File: src/rtl/cal_pkg.sv
package cal_pkg;
  localparam int NFLD = 7;
  localparam int FW   = 7;

  typedef enum logic [2:0] {
    F_SEC  = 3'd0,
    F_MIN  = 3'd1,
    F_HOUR = 3'd2,
    F_WDAY = 3'd3,
    F_MDAY = 3'd4,
    F_MON  = 3'd5,
    F_YEAR = 3'd6,
    F_NONE = 3'd7
  } fld_e;

  function automatic logic [FW-1:0] fld_lo(input int idx);
    if (idx == int'(F_WDAY) || idx == int'(F_MDAY) || idx == int'(F_MON))
      return FW'(1);
    return FW'(0);
  endfunction

  function automatic logic [FW-1:0] fld_rst(input int idx);
    if (idx == int'(F_WDAY)) return FW'(7);
    return fld_lo(idx);
  endfunction

  function automatic logic [FW-1:0] fld_top(input int idx);
    case (idx)
      int'(F_SEC), int'(F_MIN): return FW'(59);
      int'(F_HOUR):             return FW'(23);
      int'(F_WDAY):             return FW'(7);
      int'(F_MDAY):             return FW'(31);
      int'(F_MON):              return FW'(12);
      default:                  return FW'(99);
    endcase
  endfunction

  function automatic logic [FW-1:0] bcd_to_bin(input logic [7:0] b);
    return FW'(b[7:4]) * FW'(10) + FW'(b[3:0]);
  endfunction

  function automatic logic [7:0] bin_to_bcd(input logic [FW-1:0] v);
    logic [7:0] r;
    r[7:4] = 4'(v / FW'(10));
    r[3:0] = 4'(v % FW'(10));
    return r;
  endfunction
endpackage

File: src/rtl/cal_rst_sync.sv
module cal_rst_sync #(
  parameter int STAGES = 2
) (
  input  logic clk,
  input  logic rst_n,
  output logic rst_q_n
);
  logic [STAGES-1:0] sync_q;

  always_ff @(posedge clk or negedge rst_n) begin
    if (!rst_n) sync_q <= '0;
    else        sync_q <= {sync_q[STAGES-2:0], 1'b1};
  end

  assign rst_q_n = sync_q[STAGES-1];
endmodule

File: src/rtl/cal_field_ctr.sv
module cal_field_ctr #(
  parameter int           W    = 7,
  parameter logic [W-1:0] LO   = '0,
  parameter logic [W-1:0] RSTV = '0
) (
  input  logic         clk,
  input  logic         rst_n,
  input  logic         ld_i,
  input  logic [W-1:0] ld_val_i,
  input  logic         inc_i,
  input  logic [W-1:0] top_i,
  output logic [W-1:0] val_o
);
  logic [W-1:0] val_q;
  logic [W-1:0] val_d;
  logic         val_en;

  always_comb begin
    val_en = ld_i | inc_i;
    val_d  = val_q;
    if (ld_i)              val_d = ld_val_i;
    else if (inc_i) begin
      if (val_q >= top_i)  val_d = LO;
      else                 val_d = val_q + W'(1);
    end
  end

  always_ff @(posedge clk or negedge rst_n) begin
    if (!rst_n)      val_q <= RSTV;
    else if (val_en) val_q <= val_d;
  end

  assign val_o = val_q;
endmodule

File: src/rtl/cal_month_len.sv
module cal_month_len #(
  parameter int W = 7
) (
  input  logic [W-1:0] mon_i,
  input  logic [W-1:0] year_i,
  output logic [W-1:0] last_day_o
);
  logic leap;

  // Both 19xx and 20xx bases are multiples of four, so two bits decide.
  assign leap = (year_i[1:0] == 2'b00);

  always_comb begin
    case (mon_i)
      W'(2):                       last_day_o = leap ? W'(29) : W'(28);
      W'(4), W'(6), W'(9), W'(11): last_day_o = W'(30);
      default:                     last_day_o = W'(31);
    endcase
  end
endmodule

File: src/rtl/cal_enc.sv
module cal_enc #(
  parameter int W = 7
) (
  input  logic         bin_mode_i,
  input  logic [W-1:0] val_i,
  output logic [7:0]   enc_o
);
  import cal_pkg::*;

  always_comb begin
    if (bin_mode_i) enc_o = 8'(val_i);
    else            enc_o = bin_to_bcd(val_i);
  end
endmodule

File: src/rtl/bcd_calendar.sv
module bcd_calendar (
  input  logic       clk,
  input  logic       rst_n,
  input  logic       tick_i,
  input  logic       freeze_i,
  input  logic       bin_mode_i,
  input  logic       load_we_i,
  input  logic [2:0] load_sel_i,
  input  logic [7:0] load_data_i,
  output logic [7:0] sec_o,
  output logic [7:0] min_o,
  output logic [7:0] hour_o,
  output logic [7:0] wday_o,
  output logic [7:0] mday_o,
  output logic [7:0] mon_o,
  output logic [7:0] year_o
);
  import cal_pkg::*;

  logic                          rst_q_n;
  logic                          tick_ok;
  logic [FW-1:0]                 ld_val;
  logic [FW-1:0]                 mday_last;
  logic [NFLD-1:0]               fld_ld;
  logic [NFLD-1:0]               fld_inc;
  logic [NFLD-1:0]               at_top;
  logic [NFLD-1:0][FW-1:0]       fld_top_v;
  logic [NFLD-1:0][FW-1:0]       fld_val;
  logic [NFLD-1:0][7:0]          fld_enc;

  cal_rst_sync #(.STAGES(2)) u_rst (
    .clk     (clk),
    .rst_n   (rst_n),
    .rst_q_n (rst_q_n)
  );

  cal_month_len #(.W(FW)) u_mlen (
    .mon_i      (fld_val[F_MON]),
    .year_i     (fld_val[F_YEAR]),
    .last_day_o (mday_last)
  );

  // A write in the same cycle wins over the tick: the tick is dropped.
  assign tick_ok = tick_i & ~freeze_i & ~load_we_i;
  assign ld_val  = bin_mode_i ? load_data_i[FW-1:0] : bcd_to_bin(load_data_i);

  // Carry chain: each enable depends only on registered values.
  always_comb begin
    fld_inc          = '0;
    fld_inc[F_SEC]   = tick_ok;
    fld_inc[F_MIN]   = fld_inc[F_SEC]  & at_top[F_SEC];
    fld_inc[F_HOUR]  = fld_inc[F_MIN]  & at_top[F_MIN];
    fld_inc[F_WDAY]  = fld_inc[F_HOUR] & at_top[F_HOUR];
    fld_inc[F_MDAY]  = fld_inc[F_HOUR] & at_top[F_HOUR];
    fld_inc[F_MON]   = fld_inc[F_MDAY] & at_top[F_MDAY];
    fld_inc[F_YEAR]  = fld_inc[F_MON]  & at_top[F_MON];
  end

  for (genvar g = 0; g < NFLD; g++) begin : g_fld
    if (g == int'(F_MDAY)) begin : g_dyn
      assign fld_top_v[g] = mday_last;
    end else begin : g_fix
      assign fld_top_v[g] = fld_top(g);
    end

    assign fld_ld[g] = load_we_i & (load_sel_i == 3'(g));
    assign at_top[g] = (fld_val[g] >= fld_top_v[g]);

    cal_field_ctr #(
      .W    (FW),
      .LO   (fld_lo(g)),
      .RSTV (fld_rst(g))
    ) u_ctr (
      .clk      (clk),
      .rst_n    (rst_q_n),
      .ld_i     (fld_ld[g]),
      .ld_val_i (ld_val),
      .inc_i    (fld_inc[g]),
      .top_i    (fld_top_v[g]),
      .val_o    (fld_val[g])
    );

    cal_enc #(.W(FW)) u_enc (
      .bin_mode_i (bin_mode_i),
      .val_i      (fld_val[g]),
      .enc_o      (fld_enc[g])
    );
  end

  assign sec_o  = fld_enc[F_SEC];
  assign min_o  = fld_enc[F_MIN];
  assign hour_o = fld_enc[F_HOUR];
  assign wday_o = fld_enc[F_WDAY];
  assign mday_o = fld_enc[F_MDAY];
  assign mon_o  = fld_enc[F_MON];
  assign year_o = fld_enc[F_YEAR];
endmodule

File: config.mk
export PLATFORM = sky130hd
export DESIGN_NAME = bcd_calendar
export DESIGN_NICKNAME = d
export VERILOG_FILES = /design/src/rtl/cal_pkg.sv /design/src/rtl/cal_rst_sync.sv /design/src/rtl/cal_field_ctr.sv /design/src/rtl/cal_month_len.sv /design/src/rtl/cal_enc.sv /design/src/rtl/bcd_calendar.sv
export SDC_FILE = /design/constraint.sdc
export NUM_CORES = 1
export LEC_CHECK = 0
export BUFFER_PORTS_ARGS = -buffer_cell sky130_fd_sc_hd__buf_2
export CAP_MARGIN = 15
export CORE_ASPECT_RATIO = 1.2
export CORE_UTILIZATION = 49
export DETAILED_ROUTE_END_ITERATION = 10
export PLACE_DENSITY = 0.76
export SETUP_SLACK_MARGIN = 0.15
export SYNTH_ARGS = -nofsm -noshare
export SYNTH_HDL_FRONTEND = slang
export SYNTH_SLANG_ARGS = --single-unit
File: constraint.sdc
create_clock -name clk -period 4 [get_ports clk]
set_input_delay 0.2 -clock clk [delete_from_list [all_inputs] [get_ports clk]]
set_output_delay 0.2 -clock clk [all_outputs]
set_load 0.005 [all_outputs]
# Word level (Yosys, flattened, before mapping)
# Cells that the tools add are included.
dict set report totals {
  regBits 51
  wordCells 120
}
dict set report classes {
  n_addsub 8
  multipliers 1
  div 14
  magnitude_cmp 7
  n_eq_ne 11
  n_mux 31
  bitwise_logic 23
  n_reduce_logical 17
}
# operator count
set ops {}
lappend ops {{2-to-1 mux 7 bit} 22}
lappend ops {{2-to-1 mux 8 bit} 7}
lappend ops {{adder 7 x 1 -> 7 bit (second input constant)} 7}
lappend ops {{divider 7 x 4 -> 7 bit (second input constant)} 7}
lappend ops {{remainder unit 7 x 4 -> 7 bit (second input constant)} 7}
lappend ops {{bitwise AND 1 bit} 14}
lappend ops {{== test 7 x 3 -> 1 bit (second input constant)} 2}
lappend ops {{== test 7 x 4 -> 1 bit (second input constant)} 2}
lappend ops {{>= comparator 7 x 6 -> 1 bit (second input constant)} 2}
lappend ops {{case mux 7 bit (2 select lines)} 1}
lappend ops {{AND reduction 2 bit} 7}
lappend ops {{nonzero test 2 bit} 7}
lappend ops {{== test 3 bit (second input constant)} 3}
lappend ops {{adder 7 x 4 -> 7 bit} 1}
lappend ops {{== test 7 x 2 -> 1 bit (second input constant)} 1}
lappend ops {{>= comparator 7 x 3 -> 1 bit (second input constant)} 1}
lappend ops {{>= comparator 7 x 4 -> 1 bit (second input constant)} 1}
lappend ops {{>= comparator 7 x 5 -> 1 bit (second input constant)} 1}
lappend ops {{>= comparator 7 bit} 1}
lappend ops {{>= comparator 7 bit (second input constant)} 1}
lappend ops {{OR 1 bit} 7}
lappend ops {{== test 3 x 2 -> 1 bit (second input constant)} 2}
lappend ops {{multiplier 4 x 3 -> 6 bit (second input constant)} 1}
lappend ops {{OR reduction 4 bit} 1}
lappend ops {{5 further kinds} 6}

# Depth between registers and ports, before layout
# Gate-level depths: netlist (run 1).
dict set report depth {
  ltp_word 10
  mapped_depth 14
}

# Modules after synthesis
# From an unflattened synthesis (run 1), not the netlist that was laid out.
dict set report hier_totals {
  cells_unflattened 1179
  area_unflattened_um2 9032.4
}
# module instances cells_each area_per_inst_um2 seq_area_each_um2
set by_module_without_submodules {}
lappend by_module_without_submodules {cal_enc 7 89 579.3 0.0}
lappend by_module_without_submodules {{cal_field_ctr at g_fld[0].u_ctr ...} 4 66 586.8 175.2}
lappend by_module_without_submodules {{cal_field_ctr at g_fld[4].u_ctr ...} 2 63 620.6 176.4}
lappend by_module_without_submodules {{cal_field_ctr at g_fld[3].u_ctr} 1 63 623.1 178.9}
lappend by_module_without_submodules {bcd_calendar 1 85 621.8 0.0}
lappend by_module_without_submodules {cal_month_len 1 15 90.1 0.0}
lappend by_module_without_submodules {cal_rst_sync 1 3 53.8 50.0}

# Worst setup path after synthesis (run 1)
# No wires, ideal clock.
dict set report synth_path {
  kind {register to output}
  startpoint {register g_fld[5].u_ctr.val_q[5]}
  endpoint {output port mon_o[3]}
  t_arrival_ps 3076
  required_time_ps 3800
  setup_slack_ps 724
  path_stages_with_launch 14
  n_path_buf 2
  path_cell_list {dfrtp_1 -> clkbuf_1 -> or4b_2 -> o211ai_1 -> o41ai_1 -> xnor2_1 -> ha_1 -> buf_1 -> or3b_2 -> a21oi_1 -> a31oi_1 -> o221ai_1 -> o21ai_0 -> a22oi_1}
}
dict set report synth_between {
  elab_chain_cells 2
}
# element line_no
set synth_rtl {}
lappend synth_rtl {{start: declaration} cal_field_ctr.sv:14} ;# logic [W-1:0] val_q;
lappend synth_rtl {{start signal: assignment} cal_field_ctr.sv:30} ;# else if (val_en) val_q <= val_d;
lappend synth_rtl {{remainder unit 7 x 4 -> 7 bit} cal_pkg.sv:45} ;# r[3:0] = 4'(v % FW'(10));
lappend synth_rtl {{2-to-1 mux 8 bit} cal_enc.sv:11} ;# if (bin_mode_i) enc_o = 8'(val_i);
lappend synth_rtl {{end: declaration} bcd_calendar.sv:15} ;# output logic [7:0] mon_o,
# Every way passes these cells.

# Final worst setup path (run 1)
dict set report layout_path {
  startpoint {register g_fld[0].u_ctr.val_q[5]}
  endpoint {output port sec_o[2]}
}
dict set report layout_between {
  elab_chain_cells 2
}
# element line_no
set layout_rtl {}
lappend layout_rtl {{start: declaration} cal_field_ctr.sv:14}
lappend layout_rtl {{start signal: assignment} cal_field_ctr.sv:30}
lappend layout_rtl {{remainder unit 7 x 4 -> 7 bit} cal_pkg.sv:45}
lappend layout_rtl {{2-to-1 mux 8 bit} cal_enc.sv:11}
lappend layout_rtl {{end: declaration} bcd_calendar.sv:10} ;# output logic [7:0] sec_o,
# Every way passes these cells.

==> results_tabular.tex, run 1 <==
\begin{tabular}{lr}
\hline
Metric & Value \\
\hline
\multicolumn{2}{l}{\textbf{Pwr}} \\
Largest vdd supply drop & 0.4289 mV \\
Cell area power density & 651.7 mW/mm\^{}2 \\
Static power due to leakage & 3.107 nW \\
\multicolumn{2}{l}{\textbf{Layout}} \\
Number of fill cells & 1,283 \\
\# diodes & 0 \\
Share of layout cells above drive strength 1 & 18.15\% \\
Commonest non-fill, non-tap cell in the layout & a21oi\_1 \\
Number of nets at the end of the flow & 1,030 \\
Layout area overhead & 10.28\% \\
Most frequent cells in the layout & a21oi\_1 (79), nor2\_1 (75), buf\_2 (72) \\
Area used by sequential logic in the layout & 0.001296 sq mm \\
Multi-input logic area & 0.005179 sq mm \\
\multicolumn{2}{l}{\textbf{Run}} \\
Number of maximum-capacitance violations & 0 \\
\multicolumn{2}{l}{\textbf{Detailed routing}} \\
Routed len/inst & 15.87 um \\
Detailed-router iteration count before antenna repair & 6 \\
Uppermost routed layer & met4 \\
Routed Antenna Nets & 0 \\
Met3 wire len & 1096 um \\
Detailed route wirelength on metal2 & 8792 um \\
Average vias per placed instance & 6.299 \\
Detailed router's first-iteration violation count & 720 \\
Metal1 wirelength & 8015 um \\
Routed wire length & 18,190 um \\
Total via count after detailed routing & 7,219 \\
DRC violations left & 0 \\
\multicolumn{2}{l}{\textbf{STA}} \\
Final-layout setup total negative slack & 0 ns \\
Final worst clock skew & 0.005172 ns \\
Number of max-slew violations in the final report & 0 \\
Final setup viols & 0 \\
Post-route minimum period & 3.657 ns \\
Actual transition at the worst max-transition pin & 1.038 ns \\
Tightest slew margin relative to the limit & 28.80\% \\
Max Clk Rate & 0.2734 GHz \\
Final period util & 91.43\% \\
Count of endpoints failing hold in the final timing report & 0 \\
Setup repair after global routing missed its margin & true \\
Hold Slack & 0.2135 ns \\
\multicolumn{2}{l}{\textbf{Yosys}} \\
Post-Synthesis Mean Instance Area & 7.292 sq um \\
Count of cell types in the netlist & 83 \\
Synthesized instance count & 953 \\
Summed instance area of the synthesized netlist & 0.006949 sq mm \\
Post-synthesis mux area share & 3.511\% \\
Fraction of the mapped netlist area in adder cells & 7.382\% \\
Synth warn & 0 \\
Post-synthesis share of cell area spent on xor and xnor gates & 4.537\% \\
Combinational family with the most area after synthesis & compound AO/OA/AOI/OAI gates \\
Number of synthesized register bits & 51 \\
Number of flops mapped to enable cells by yosys & 0 \\
Sequential share of the synthesized area & 18.46\% \\
Post-Synth Simple-Gate Area & 26.94\% \\
Synthesized-area fraction occupied by ao, oa, aoi and oai cells & 31.24\% \\
Nets in the synthesized netlist & 1,009 \\
Proportion of register bits with asynchronous set or reset after synthesis & 100.0\% \\
Ys flop type & dfrtp\_1 \\
\multicolumn{2}{l}{\textbf{Clock network}} \\
Max H-tree Level & 2 \\
Number of buffers between clock root and the deepest sink & 2 \\
Number of CTS-inserted buffers & 5 \\
Clock latency on the worst-skew pair & 0.29 ns \\
Root cell of the clock tree & clkbuf\_16 \\
TritonCTS clock tree & done \\
CTS Sinks & 51 \\
Clock slew at reported path FFs & 0.07 ns \\
\multicolumn{2}{l}{\textbf{Global routing}} \\
Number of antenna violations at the first check in global routing & 0 \\
Global Route Usage Sum & 24.33\% \\
Maximum number of pins on one net before global-route repair & 50 \\
Grt ovf & 0 \\
Wire length of the first global-routing pass & 30,740 um \\
Via count of the first global-routing pass & 6,490 \\
\multicolumn{2}{l}{\textbf{Setup path}} \\
Critical path type & reg -> out \\
Worst-case reg-to-reg path depth & 12 \\
Longest individual stage delay on the worst path & 0.62 ns \\
Startpoint types & register \\
FF-to-FF Start & g\_fld[5].u\_ctr.val\_o[1]\$\_DFFE\_PN0P\_ \\
Worst Setup SP & g\_fld[0].u\_ctr.val\_o[5]\$\_DFFE\_PN0P\_ \\
Worst path buffer plus inverter count & 1 \\
Data required time of the critical path & 3.80 ns \\
Crit path max-delay cell type & or4b\_2 \\
CP Capture Type & primary output \\
Arrival time of data at the critical path endpoint & 3.46 ns \\
Cell breakdown of the critical path & or4b\_2 > o211ai\_1 > o41ai\_1 > xnor2\_1 > ha\_1 > nand2b\_1 > a41o\_1 > a21oi\_1 > nor4b\_1 > nor3\_1 > buf\_2 \\
Critical path's top delay family & simple AND/OR/NAND/NOR gates \\
Highest fanout seen on the critical path & 11 \\
Crit. path cell count & 11 \\
\multicolumn{2}{l}{\textbf{Floorplan}} \\
Row cnt & 47 \\
Die area & 0.01466 sq mm \\
Horiz. Die Dim & 110.7 um \\
IO Pins & 73 \\
Core Region & 0.01382 sq mm \\
Height of the chip & 132.5 um \\
Starting Density & 50.29\% \\
\multicolumn{2}{l}{\textbf{Place}} \\
Count of input and output buffers & 72 \\
Half-perimeter wire length after detailed placement & 12,910 um \\
Routability cong. & 0.8976 \\
\multicolumn{2}{l}{\textbf{Outcome}} \\
Run status & finished, final reports clean \\
\multicolumn{2}{l}{\textbf{Hold path}} \\
Path class of the lowest-slack min-delay path & in -> async \\
\hline
\end{tabular}
==> state kept, by name (all words and copies together), names as in the netlist <==
name / flops
u_rst.sync_q: 2
g_fld.u_ctr.val_o: 49
==> stage by stage <==
stage | util, % | power [mW] | worst slack (ns) | instance area [sq um] | instances
after floorplan | - | 3.515 | 0.7243 | 6949 | 953
after global placement | 53.25 | 4.314 | 0.4879 | 7360 | 1132
after detailed placement | 53.25 | 4.366 | 0.3855 | 7360 | 1132
after CTS | 54.69 | 4.887 | 0.1318 | 7557 | 1141
after global routing | 55.46 | 5.497 | 0.05118 | 7664 | 1146
final | 55.46 | 4.994 | 0.3429 | 7664 | 1146
==> power by group <==
group	switching, mW	internal, mW
registers	0.383	0.689
clock network	0.199	0.298
logic	1.85	1.58
==> synth_stat cells (5+ instances only) <==
| cell | count | area, sq um |
|---|---|---|
| a21oi_1 | 79 | 395.4 |
| nor2_1 | 75 | 281.5 |
| clkbuf_1 | 73 | 274.0 |
| o21ai_0 | 70 | 350.3 |
| nand2_1 | 57 | 214.0 |
| dfrtp_1 | 46 | 1151 |
| nor2b_1 | 38 | 237.7 |
| ha_1 | 37 | 462.9 |
| inv_1 | 37 | 138.9 |
| nand3_1 | 33 | 165.2 |
| nand2b_1 | 27 | 168.9 |
| xnor2_1 | 24 | 210.2 |
| nor3_1 | 20 | 100.1 |
| o211ai_1 | 19 | 142.6 |
| a31oi_1 | 18 | 112.6 |
| nor3b_1 | 17 | 127.6 |
| a211oi_1 | 13 | 97.59 |
| mux2i_1 | 12 | 120.1 |
| o22ai_1 | 12 | 75.07 |
| xor2_1 | 12 | 105.1 |
| mux2_2 | 11 | 123.9 |
| and3_1 | 10 | 62.56 |
| a22oi_1 | 9 | 67.56 |
| o221ai_1 | 9 | 78.83 |
| a21boi_0 | 8 | 60.06 |
| a311oi_1 | 8 | 70.07 |
| buf_1 | 8 | 30.03 |
| buf_4 | 8 | 60.06 |
| and2_1 | 7 | 43.79 |
| nor4_1 | 7 | 43.79 |
| o22a_1 | 7 | 61.31 |
| o31ai_1 | 7 | 52.55 |
| a2111oi_0 | 6 | 52.55 |
| a21o_1 | 6 | 45.04 |
| buf_2 | 6 | 30.03 |
| nand3b_1 | 6 | 45.04 |
| nor4bb_1 | 6 | 60.06 |
| or2_2 | 6 | 37.54 |
| dfstp_2 | 5 | 131.4 |
| nor4b_1 | 5 | 43.79 |
| or3_1 | 5 | 31.28 |
==> path summary, 6_finish.rpt <==
| check | endpoint | slack [ns] |
|---|---|---|
| max | sec_o[2] | 0.34 |
| min | u_rst.sync_q[0]$_DFF_PN0_ | 0.21 |
| max reg2reg | g_fld[6].u_ctr.val_o[4]$_DFFE_PN0P_ | 0.77 |
| min reg2reg | g_fld[6].u_ctr.val_o[3]$_DFFE_PN0P_ | 0.23 |
| max in group asynchronous | g_fld[3].u_ctr.val_o[0]$_DFFE_PN1P_ | 3.17 |
| min in group clk | g_fld[2].u_ctr.val_o[0]$_DFFE_PN0P_ | 0.24 |
==> cells by family (layout without fill, tap and decap cells) <==
family | Yosys count | count (layout)
AND/OR/NAND/NOR | 342 | 342
multiplexers | 23 | 23
buffers and inverters | 134 | 156
other | 1 | 1
flip-flops | 51 | 51
XOR/XNOR | 36 | 36
adder cells (fa/ha/maj) | 40 | 40
AO/OA/AOI/OAI | 326 | 326
==> area by class of cell <==
class	count	area share, %
multi-input cells	768	67.58
flip-flops and latches	51	16.91
repair buffers	110	8.620
well taps	171	2.792
inverters	38	1.861
clock buffers	5	1.633
clock inverters	3	0.6041
==> worst reg2reg max path: stages (launching register included) <==
cell	delay, ns
dfrtp_1	0.43
inv_1	0.24
ha_1	0.19
o21ai_0	0.07
o211ai_1	0.12
nand3_1	0.10
ha_1	0.28
nand2b_1	0.09
a21oi_1	0.09
o21ai_0	0.60
nand4_1	0.35
or4_1	0.48
o211ai_1	0.10
==> layer usage <==
layer  GRT usage [%]  vias to the layer above
met5               0                        -
li1                -                     3564
met3           3.161                       28
met1           32.85                     3377
met2           41.06                      250
met4           6.074                        0
==> repair_timing <==
action,4_1_cts,5_1_grt
hold buffers,1,0
hold endpoints to repair,2,0
buffers inserted,0,4
gates resized for setup,3,20
setup endpoints to repair,7,21
pin swaps,0,3
No activity file was read; power rests on OpenSTA's default activity.
==> inputs of run 2 (changes only) <==
==> constraint.sdc (replaced) <==
create_clock -name clk -period 4 [get_ports clk]
set_input_delay 0 -clock clk [delete_from_list [all_inputs] [get_ports clk]]
set_output_delay 0 -clock clk [all_outputs]
set_load 0.005 [all_outputs]
==> run 2 against run 1 <==
Compared with the run above:
- via count grew 0.84%
- total power shrank 3.0%
- maximum frequency grew 0.78%
- critical endpoint is now mon_o[2]
- clock skew grew 0.0065 ns
- largest power group unchanged
- largest cell class unchanged
==> results_tabular.tex, run 2 (same netlist as run 1, synthesis figures left out) <==
\begin{tabular}{lr}
\hline
Metric & Value \\
\hline
\multicolumn{2}{l}{\textbf{Global routing}} \\
Number of antenna violations at the first check in global routing & 0 \\
Wire length of the first global-routing pass & 30,510 um \\
Via count of the first global-routing pass & 6,454 \\
Maximum number of pins on one net before global-route repair & 50 \\
Global Route Usage Sum & 24.09\% \\
Grt ovf & 0 \\
\multicolumn{2}{l}{\textbf{Floorplan}} \\
Horiz. Die Dim & 110.7 um \\
Row cnt & 47 \\
Die area & 0.01466 sq mm \\
Core Region & 0.01382 sq mm \\
IO Pins & 73 \\
Starting Density & 50.29\% \\
Height of the chip & 132.5 um \\
\multicolumn{2}{l}{\textbf{Outcome}} \\
Run status & finished, final reports clean \\
\multicolumn{2}{l}{\textbf{Setup path}} \\
Critical path's top delay family & compound AO/OA/AOI/OAI gates \\
Cell breakdown of the critical path & buf\_4 > or4b\_2 > o211ai\_1 > o41ai\_2 > xnor2\_1 > ha\_2 > nand2\_1 > a21oi\_1 > o22ai\_1 > a311oi\_1 > and2\_1 > o2111a\_1 > buf\_2 \\
Arrival time of data at the critical path endpoint & 3.63 ns \\
Longest individual stage delay on the worst path & 0.67 ns \\
Crit path max-delay cell type & or4b\_2 \\
Worst-case reg-to-reg path depth & 12 \\
CP Capture Type & primary output \\
Critical path type & reg -> out \\
Highest fanout seen on the critical path & 18 \\
Flop-to-flop setup slack & 0.75 ns \\
R2r endpoint & g\_fld[6].u\_ctr.val\_o[3]\$\_DFFE\_PN0P\_ \\
Data required time of the critical path & 4.00 ns \\
Startpoint types & register \\
FF-to-FF Start & g\_fld[5].u\_ctr.val\_o[0]\$\_DFFE\_PN1P\_ \\
Worst path buffer plus inverter count & 2 \\
\multicolumn{2}{l}{\textbf{STA}} \\
Tightest slew margin relative to the limit & 24.79\% \\
Final-layout setup total negative slack & 0 ns \\
Setup repair after global routing missed its margin & true \\
Max Clk Rate & 0.2756 GHz \\
Number of max-slew violations in the final report & 0 \\
Final worst clock skew & 0.01168 ns \\
Post-route minimum period & 3.629 ns \\
Count of endpoints failing hold in the final timing report & 0 \\
Final period util & 90.72\% \\
Final setup viols & 0 \\
Actual transition at the worst max-transition pin & 1.097 ns \\
\multicolumn{2}{l}{\textbf{Hold path}} \\
Path class of the lowest-slack min-delay path & in -> async \\
\multicolumn{2}{l}{\textbf{Layout}} \\
\# diodes & 0 \\
Share of layout cells above drive strength 1 & 15.96\% \\
Layout area overhead & 8.354\% \\
Most frequent cells in the layout & a21oi\_1 (79), nor2\_1 (75), buf\_2 (72) \\
Area used by sequential logic in the layout & 0.001287 sq mm \\
Number of nets at the end of the flow & 1,020 \\
Number of fill cells & 1,317 \\
Max FFs per register & 49 \\
Summed area of non-filler cells in the final layout & 0.007530 sq mm \\
Final cell count without fillers & 1,136 \\
Commonest non-fill, non-tap cell in the layout & a21oi\_1 \\
Core occupancy in the finished layout & 54.49\% \\
Multi-input logic area & 0.005146 sq mm \\
\multicolumn{2}{l}{\textbf{Clock network}} \\
Clock latency on the worst-skew pair & 0.30 ns \\
Max H-tree Level & 2 \\
Post-CTS setup buffer count & 0 \\
Number of buffers between clock root and the deepest sink & 2 \\
TritonCTS clock tree & done \\
Clock slew at reported path FFs & 0.07 ns \\
Root cell of the clock tree & clkbuf\_16 \\
CTS Sinks & 51 \\
Number of CTS-inserted buffers & 5 \\
\multicolumn{2}{l}{\textbf{Detailed routing}} \\
Routed len/inst & 16.12 um \\
Detailed-router iteration count before antenna repair & 5 \\
Detailed router's first-iteration violation count & 800 \\
Routed wire length & 18,310 um \\
Routed Antenna Nets & 0 \\
Average vias per placed instance & 6.408 \\
Total via count after detailed routing & 7,280 \\
DRC violations left & 0 \\
\multicolumn{2}{l}{\textbf{Place}} \\
Routability cong. & 0.8939 \\
Half-perimeter wire length after detailed placement & 13,070 um \\
Cell total after placement & 1,126 \\
Count of input and output buffers & 72 \\
Placement Cell Area & 0.007315 sq mm \\
\multicolumn{2}{l}{\textbf{Pwr}} \\
Static power due to leakage & 3.059 nW \\
Total Power & 4.846 mW \\
Cell area power density & 643.6 mW/mm\^{}2 \\
Largest vdd supply drop & 0.3498 mV \\
\multicolumn{2}{l}{\textbf{Run}} \\
Number of maximum-capacitance violations & 0 \\
\hline
\end{tabular}
run 2: cell count changes in the layout (fill, tap and decap cells not counted), sizes merged:
cell / change
clkinvlp: -1
clkinv: +2
bufinv: -1
buf: -10
run 2: how the worst max path moves through the flow:
stage                                        startpoint                                  end  slack (ns)  depth (start not counted)
floorplan           g_fld[5].u_ctr.val_o[2]$_DFFE_PN0P_  g_fld[6].u_ctr.val_o[5]$_DFFE_PN0P_        0.84                         13
global placement    g_fld[2].u_ctr.val_o[6]$_DFFE_PN0P_                            hour_o[2]        0.57                         11
detailed placement  g_fld[5].u_ctr.val_o[3]$_DFFE_PN0P_                             mon_o[2]        0.56                         13
CTS                 g_fld[2].u_ctr.val_o[6]$_DFFE_PN0P_                            hour_o[2]        0.23                         11
global route        g_fld[1].u_ctr.val_o[6]$_DFFE_PN0P_                             min_o[2]        0.10                         12
finish              g_fld[5].u_ctr.val_o[3]$_DFFE_PN0P_                             mon_o[2]        0.37                         13
run 2: routing by layer:
layer | track usage (%) | part of all wire (%) | wire, um | vias up
met1 | 31.55 | 43 | 7872 | 3428
met3 | 3.344 | 6.2 | 1127 | 26
li1 | - | - | - | 3539
met2 | 41.99 | 50 | 9101 | 287
met4 | 5.333 | 1.1 | 209 | 0
met5 | 0 | 0 | 0 | -
run 2: what timing repair did:
action                                 CTS  global route
gates resized for setup                  0             9
hold buffers                             1             0
endpoints found under the hold margin    2             0
setup endpoints to repair                0            16
run 2: layout make-up:
cell class,count,area share [%]
well taps,171,2.841
clock inverters,3,0.3822
multi-input cells,768,68.35
flip-flops and latches,51,17.10
inverters,38,1.894
repair buffers,100,7.777
clock buffers,5,1.662
run 2: per-stage QoR:
step,hold WS (ns),setup WS [ns]
floorplan,-0.2956,0.8446
global placement,-0.2128,0.5725
detailed placement,-0.2119,0.5619
CTS,0.004326,0.2344
global route,0.02358,0.1036
finish,0.01647,0.3713
run 2: power by group:
part | switching [mW] | internal, mW | leakage (nW) | total (mW)
clock network | 0.212 | 0.239 | 0.0759 | 0.452
logic | 1.80 | 1.50 | 2.38 | 3.30
registers | 0.409 | 0.682 | 0.599 | 1.09
